File: src/rtl/tcam_pkg.sv
package tcam_pkg;
  localparam int KEY_W_DEF = 32;
  localparam int HOP_W_DEF = 8;
  localparam int DEPTH_DEF = 32;

  function automatic logic ternary_eq(input logic [63:0] key,
                                      input logic [63:0] value,
                                      input logic [63:0] care);
    return ((key ^ value) & care) == '0;
  endfunction
endpackage

File: src/rtl/tcam_store.sv
module tcam_store
  import tcam_pkg::*;
#(
  parameter int KEY_W = KEY_W_DEF,
  parameter int HOP_W = HOP_W_DEF,
  parameter int DEPTH = DEPTH_DEF,
  localparam int IDX_W = (DEPTH > 1) ? $clog2(DEPTH) : 1
) (
  input  logic                        clk,
  input  logic                        rst,
  input  logic                        wr_en,
  input  logic [IDX_W-1:0]            wr_idx,
  input  logic                        wr_valid,
  input  logic [KEY_W-1:0]            wr_value,
  input  logic [KEY_W-1:0]            wr_care,
  input  logic [HOP_W-1:0]            wr_hop,
  input  logic [KEY_W-1:0]            key,
  output logic [DEPTH-1:0]            match_vec,
  output logic [DEPTH-1:0][HOP_W-1:0] hop_tab
);

  for (genvar e = 0; e < DEPTH; e++) begin : g_entry
    logic             vld_q;
    logic [KEY_W-1:0] val_q;
    logic [KEY_W-1:0] care_q;
    logic [HOP_W-1:0] hop_q;
    logic             sel;

    assign sel = wr_en && (wr_idx == IDX_W'(e));

    always_ff @(posedge clk) begin
      if (rst)      vld_q <= 1'b0;
      else if (sel) vld_q <= wr_valid;
    end

    always_ff @(posedge clk) begin
      if (sel) begin
        val_q  <= wr_value;
        care_q <= wr_care;
        hop_q  <= wr_hop;
      end
    end

    assign match_vec[e] = vld_q &&
                          ternary_eq(64'(key), 64'(val_q), 64'(care_q));
    assign hop_tab[e]   = hop_q;
  end

endmodule

File: src/rtl/tcam_first_hit.sv
module tcam_first_hit #(
  parameter int DEPTH = 32,
  localparam int IDX_W = (DEPTH > 1) ? $clog2(DEPTH) : 1
) (
  input  logic [DEPTH-1:0] req,
  output logic             found,
  output logic [IDX_W-1:0] idx
);

  always_comb begin
    found = 1'b0;
    idx   = '0;
    for (int i = DEPTH - 1; i >= 0; i--) begin
      if (req[i]) begin
        found = 1'b1;
        idx   = IDX_W'(i);
      end
    end
  end

endmodule

File: src/rtl/tcam_lpm.sv
module tcam_lpm
  import tcam_pkg::*;
#(
  parameter int KEY_W = KEY_W_DEF,
  parameter int HOP_W = HOP_W_DEF,
  parameter int DEPTH = DEPTH_DEF,
  localparam int IDX_W = (DEPTH > 1) ? $clog2(DEPTH) : 1
) (
  input  logic             clk,
  input  logic             rst,
  input  logic             cfg_we,
  input  logic [IDX_W-1:0] cfg_idx,
  input  logic             cfg_valid,
  input  logic [KEY_W-1:0] cfg_value,
  input  logic [KEY_W-1:0] cfg_care,
  input  logic [HOP_W-1:0] cfg_hop,
  input  logic             dflt_we,
  input  logic [HOP_W-1:0] dflt_hop,
  input  logic             srch_en,
  input  logic [KEY_W-1:0] srch_key,
  output logic             rsp_valid,
  output logic             rsp_hit,
  output logic [IDX_W-1:0] rsp_idx,
  output logic [HOP_W-1:0] rsp_hop
);

  logic [DEPTH-1:0]            match_vec;
  logic [DEPTH-1:0][HOP_W-1:0] hop_tab;
  logic                        any_hit;
  logic [IDX_W-1:0]            win_idx;
  logic [HOP_W-1:0]            dflt_q;

  tcam_store #(
    .KEY_W(KEY_W), .HOP_W(HOP_W), .DEPTH(DEPTH)
  ) u_store (
    .clk      (clk),
    .rst      (rst),
    .wr_en    (cfg_we),
    .wr_idx   (cfg_idx),
    .wr_valid (cfg_valid),
    .wr_value (cfg_value),
    .wr_care  (cfg_care),
    .wr_hop   (cfg_hop),
    .key      (srch_key),
    .match_vec(match_vec),
    .hop_tab  (hop_tab)
  );

  tcam_first_hit #(.DEPTH(DEPTH)) u_enc (
    .req  (match_vec),
    .found(any_hit),
    .idx  (win_idx)
  );

  always_ff @(posedge clk) begin
    if (rst)          dflt_q <= '0;
    else if (dflt_we) dflt_q <= dflt_hop;
  end

  always_ff @(posedge clk) begin
    if (rst) begin
      rsp_valid <= 1'b0;
      rsp_hit   <= 1'b0;
      rsp_idx   <= '0;
      rsp_hop   <= '0;
    end else begin
      rsp_valid <= srch_en;
      if (srch_en) begin
        rsp_hit <= any_hit;
        rsp_idx <= any_hit ? win_idx : '0;
        rsp_hop <= any_hit ? hop_tab[win_idx] : dflt_q;
      end
    end
  end

endmodule

File: config.mk
export PLATFORM = sky130hd
export DESIGN_NAME = tcam_lpm
export DESIGN_NICKNAME = d
export VERILOG_FILES = /design/src/rtl/tcam_pkg.sv /design/src/rtl/tcam_store.sv /design/src/rtl/tcam_first_hit.sv /design/src/rtl/tcam_lpm.sv
export SDC_FILE = /design/constraint.sdc
export NUM_CORES = 2
export LEC_CHECK = 0
export ABC_AREA = 1
export BUFFER_PORTS_ARGS = -buffer_cell sky130_fd_sc_hd__buf_2
export CORE_AREA = 3 3 487 489
export DETAILED_ROUTE_END_ITERATION = 8
export DIE_AREA = 0 0 490 492
export GPL_ROUTABILITY_DRIVEN = 0
export PLACE_DENSITY_LB_ADDON = 0.25
export SLEW_MARGIN = 20
export SYNTH_ARGS = -nofsm -noshare
export SYNTH_HDL_FRONTEND = slang
export SYNTH_HIERARCHICAL = 1
export SYNTH_SLANG_ARGS = --single-unit
File: constraint.sdc
create_clock -name clk -period 5.8 [get_ports clk]
set_input_delay 1.16 -clock clk [delete_from_list [all_inputs] [get_ports clk]]
set_output_delay 1.16 -clock clk [all_outputs]
set_load 0.03 [all_outputs]
# After elaboration in Yosys (flattened, before gate mapping)
# Index checks and enable logic that the tools add are counted.
[classes] add_sub_neg=0 multipliers=0 n_div=0 n_lt_le_gt_ge=1 n_eq_ne=31 shift=0 muxes=68 bitwise=64 n_reduce_logical=97
[ops] op="bitwise AND 64 x 32 -> 64 bit" count=32
[ops] op="zero test 64 bit" count=32
[ops] op="bitwise XOR 32 bit" count=32
[ops] op="2-to-1 mux 5 bit" count=33
[ops] op="equality test 5 bit (second input constant)" count=16
[ops] op="logical AND 1 bit" count=64
[ops] op="binary-select mux 8 bit (select 5 bit)" count=1
[ops] op="equality test 5 x 4 -> 1 bit (second input constant)" count=8
[ops] op="2-to-1 mux 1 bit" count=32
[ops] op="equality test 5 x 3 -> 1 bit (second input constant)" count=4
[ops] op="2-to-1 mux 8 bit" count=2
[ops] op="equality test 5 x 2 -> 1 bit (second input constant)" count=2
[ops] op="less-than comparator 5 x 6 -> 1 bit (second input constant)" count=1
[ops] op="equality test 5 x 1 -> 1 bit (second input constant)" count=1
[ops] op="zero test 5 bit" count=1
[totals] reg_bits=2359 latchBits=0 mem_bits_rw=0 rom_bits=0 output_inout_bits=15 elab_cells=394 memories=0

# Longest topological paths before layout
[depth] ltp_word=39 depth_mapped=53

# Cells and area by module
# The synthesis kept the hierarchy.
[by_module_without_submodules] mod="tcam_store" n_inst=1 cells_each=7463 area_each_um2=91506.5 seq_area_each_um2=69827.0
[by_module_without_submodules] mod="tcam_lpm" n_inst=1 cells_each=724 area_each_um2=3442.1 seq_area_each_um2=460.4
[by_module_without_submodules] mod="tcam_first_hit" n_inst=1 cells_each=107 area_each_um2=442.9 seq_area_each_um2=0.0

# Least setup slack after synthesis
# OpenSTA, ideal clock, no wires.
[synth_path] kind="input to register" from="in cfg_idx[2]" to="reg u_store.g_entry[16].care_q[0] (enable)" setup_time_ps=504 arrival_time_ps=4432 t_required_ps=5296 setup_slack_ps=864 cell_stages=3 path_buffers=0 path_cell_list="nor2_1 -> nand2_1 -> nor2_1"
[synth_via] elab_chain_len=2
[synth_lines] element="start, declared" line="tcam_lpm.sv:12" rtl="input logic [IDX_W-1:0] cfg_idx,"
[synth_lines] element="equality test 5 bit" line="tcam_store.sv:29" rtl="assign sel = wr_en && (wr_idx == IDX_W'(e));"
[synth_lines] element="logical AND 1 bit" line="tcam_store.sv:29"
[synth_lines] element="via u_store.g_entry[16].sel" line="tcam_store.sv:27" rtl="logic sel;"
[synth_lines] element="end signal, assigned" line="tcam_store.sv:39" rtl="care_q <= wr_care;"
[synth_lines] element="end, declared" line="tcam_store.sv:25" rtl="logic [KEY_W-1:0] care_q;"
# The timed path passes the listed nets, and every way through them passes these cells.
# A chain may end at the register's enable or synchronous reset.

# Worst setup path after layout
[layout_path] from="in srch_key[15]" to="reg rsp_hop[5]"
[layout_rtl] element="start, declared" line="tcam_lpm.sv:20" rtl="input logic [KEY_W-1:0] srch_key,"
[layout_rtl] element="bitwise XOR 32 bit" line="tcam_pkg.sv:9" rtl="return ((key ^ value) & care) == '0;"
[layout_rtl] element="bitwise AND 64 x 32 -> 64 bit" line="tcam_pkg.sv:9"
[layout_rtl] element="zero test 64 bit" line="tcam_pkg.sv:9"
[layout_rtl] element="logical AND 1 bit" line="tcam_store.sv:44" rtl="assign match_vec[e] = vld_q &&"
[layout_rtl] element="via match_vec[29]" line="tcam_lpm.sv:27" rtl="logic [DEPTH-1:0] match_vec;"
[layout_rtl] element="2-to-1 mux 5 bit (30 in series)" line="tcam_first_hit.sv:14" rtl="if (req[i]) begin"
[layout_rtl] element="via win_idx[0]" line="tcam_lpm.sv:30" rtl="logic [IDX_W-1:0] win_idx;"
[layout_rtl] element="binary-select mux 8 bit (select 5 bit)" line="tcam_lpm.sv:71" rtl="rsp_hop <= any_hit ? hop_tab[win_idx] : dflt_q;"
[layout_rtl] element="2-to-1 mux 8 bit (not written as such)" line="tcam_lpm.sv:71"
[layout_rtl] element="2-to-1 mux 8 bit" line="tcam_lpm.sv:71"
[layout_rtl] element="end signal, assigned" line="tcam_lpm.sv:71"
[layout_rtl] element="end, declared" line="tcam_lpm.sv:24" rtl="output logic [HOP_W-1:0] rsp_hop"
# The timed path passes the listed nets, and every way through them passes these cells. The select of a mux whose other input is x is not followed.

==> flow_summary.toml <==
[status]
status = "finished, final reports clean"

[clock_tree]
htree_levels = 4
cts_inserted_buffers = 235
clk_path_buf_depth = 3
cts-root-buf = "clkbuf_16"
postCtsResizedCells = 0
cts.sinks = 2359
cts_hold_buf = 0
cts_tree = "done"
clkTransAtPathRegs_ps = 60
clock_latency_ps = 870
post_cts_buffers = 0

[sta]
finalCriticalPeriod_ps = 5150
setup_ws_ps = 647
worst_pin_slew_ps = 1160
drv_slew = 0
setup_viol = 0
holdWs_ps = 470
hold_violations = 0
fmax_mhz = 194
worst_slew_margin_rel_pct = 22.5
finalClockSkew_ps = 49.3
fin_crit_sh_pct = 88.8
rsz0062_at_grt = "no"

[floorplan]
fp-row-count = 177
start_util_pct = 41.0
coreArea_mm2 = 0.233
die_w_um = 490
fp.dieH_um = 492
dieArea_mm2 = 0.241
ioPinCount = 138

[final_layout]
area_growth_pct = 13.6
fillCellCount = 20800
final_common_cell = "nand2_1"
nets = 8800
layout_common_cells = "2,712 x nand2_1, 2,304 x edfxtp_1, 924 x nor2_1"
fin_cells = 12000
drive_above_1_share_pct = 9.65

[logic_synthesis]
synth_warnings = 6
synth_cells = 8294
yosysSeqAreaShare_pct = 73.7
synth-seq-cells = 2359
synth_cell_types = 34
synth_area_per_cell_um2 = 11.5
syn_area_mm2 = 0.0954
synth_nets = 8417

[worst_setup_path]
crit_path_max_fanout = 39
max_stage_delay_ps = 510
arrival_ps = 5860
critical_path_buf_inv_count = 6
path_class = "primary input to register"
worst_path_max_delay_cell = "nor2_1"
crit_top_cell = "nand2_1"
crit_required_ps = 6510
critPathTopFamily = "simple AND/OR/NAND/NOR gates"
reg2regPathDepth = 49
crit_path_start_kind = "primary input"
endpoint_kind = "register"
cp_num_cells = 50

[drt]
viasPerCell = 5.07
finalWirelength_um = 263000
wl_per_cell_um = 21.9
ant_nets = 0
vias = 60900
drc = 0
first_pass_iters = 6
drtIter0Drc = 5713

[global_route]
globalRouteTotalUtil_pct = 21.5
grt_antenna_before_repair = 18
grt_overflow = 0
grt_start_max_net_pins = 61
grt_pass1_vias = 57200
grt_pass1_wl_um = 383000

[hold_path]
hold_class = "register to register"
holdPathStages = 2

[power_and_ir_drop]
power_density_mw_per_mm2 = 324
leakagePower_nw = 41.1
peakVddDrop_mv = 0.362

[placed_design]
port_buffers = 137
place_inst = 11600
place_hpwl_um = 168000
pre_cts_ws_ps = -215

[run]
drv_cap = 0
-- layout make-up --
type	instances	area, um2	share of cell area (%)
clock buffer	300	6210	5.73
clock inverter	131	1190	1.10
multi-input combinational	4990	20900	19.3
antenna	3	7.51	0.00693
timing repair buffer	429	3250	3.00
inverter	662	2570	2.37
sequential	2359	70300	64.9
tap	3132	3920	3.62
-- cells by family (layout without fill, tap and decap cells) --
family,count (synthesis),count (layout),share of synthesized area [%]
compound gates,249,249,1.41
buf+inv,945,1522,4.43
flops,2359,2359,73.7
other cells,0,3,0
simple gates,4741,4741,20.5
-- worst paths after layout --
check	from	endpoint	slack, ps
setup / recovery	srch_key[15]	rsp_hop[5]$_SDFFE_PP0P_	650
hold / removal	u_store/g_entry[24].vld_q$_SDFFE_PP0P_	u_store/g_entry[24].vld_q$_SDFFE_PP0P_	470
setup reg to reg	u_store/g_entry[29].val_q[8]$_DFFE_PP_	rsp_hop[5]$_SDFFE_PP0P_	940
hold reg to reg	u_store/g_entry[24].vld_q$_SDFFE_PP0P_	u_store/g_entry[24].vld_q$_SDFFE_PP0P_	470
-- worst reg2reg max path, delay by kind of cell (launching register included) --
kind,cells,cell delay [ps]
AOI/OAI and AO/OA,2,270
buffers and inverters,5,610
DFF,1,380
and+or+nand+nor,42,3480
-- Yosys cell counts --
| cell | n | share of area (%) |
|---|---|---|
| nor3_2 | 18 | 0.19 |
| o22ai_1 | 64 | 0.42 |
| nor4_1 | 3 | 0.020 |
| or2_2 | 47 | 0.31 |
| nand4_1 | 32 | 0.21 |
| buf_6 | 36 | 0.42 |
| o21ai_1 | 77 | 0.40 |
| inv_1 | 636 | 2.5 |
| nor3_1 | 8 | 0.042 |
| buf_1 | 13 | 0.051 |
| inv_2 | 15 | 0.059 |
| nand3_1 | 864 | 4.5 |
| or2_1 | 92 | 0.60 |
| clkinv_1 | 9 | 0.035 |
| buf_2 | 168 | 0.88 |
| buf_4 | 51 | 0.40 |
| dfxtp_1 | 55 | 1.2 |
| o21bai_1 | 1 | 0.0079 |
| edfxtp_1 | 2304 | 73 |
| o21ai_0 | 45 | 0.24 |
| clkbuf_1 | 12 | 0.047 |
| o31ai_1 | 1 | 0.0079 |
| inv_4 | 1 | 0.0066 |
| nor2_1 | 925 | 3.6 |
| a21oi_1 | 57 | 0.30 |
| a311oi_1 | 1 | 0.0092 |
| nor2_2 | 1 | 0.0066 |
| a31oi_1 | 1 | 0.0066 |
| clkbuf_2 | 3 | 0.016 |
| or2_0 | 39 | 0.26 |
| clkinv_2 | 1 | 0.0052 |
| a211oi_1 | 1 | 0.0079 |
| a21oi_2 | 1 | 0.0092 |
| nand2_1 | 2712 | 11 |
-- power breakdown --
group          total, W  switching (W)  internal [W]  leakage (nW)
Clock            0.0147        0.00635       0.00836          3.60
Sequential       0.0190      0.0000686        0.0189          21.2
Combinational   0.00144        0.00109      0.000359          16.3
-- metal layers --
metal	vias to the layer above	wire (um)	track usage, %
met5	-	21	0
met4	4	8730	7.17
met3	371	17200	2.99
met2	1896	126000	35.4
met1	29900	112000	29.4
li1	28700	-	-
-- metrics by stage --
stage	area [um2]	utilization (%)	power, W	setup TNS, ps
6_report	108000	46.6	0.0351	0
5_1_grt	108000	46.6	0.0363	0
4_1_cts	108000	46.6	0.0354	0
3_5_place_dp	101000	43.4	0.0208	-1600
3_3_place_gp	101000	43.4	0.0208	-2340
2_1_floorplan	95400	-	0.0200	0
-- registers in the layout, summed over array words and instances, names as in the netlist, 5 cells and up --
name / cells
u_store/g_entry.care_q: 1024
rsp_idx: 5
dflt_q: 8
u_store/g_entry.hop_q: 256
u_store/g_entry.val_q: 1024
u_store/g_entry.vld_q: 32
rsp_hop: 8
Power figures use the tool's default switching activity.
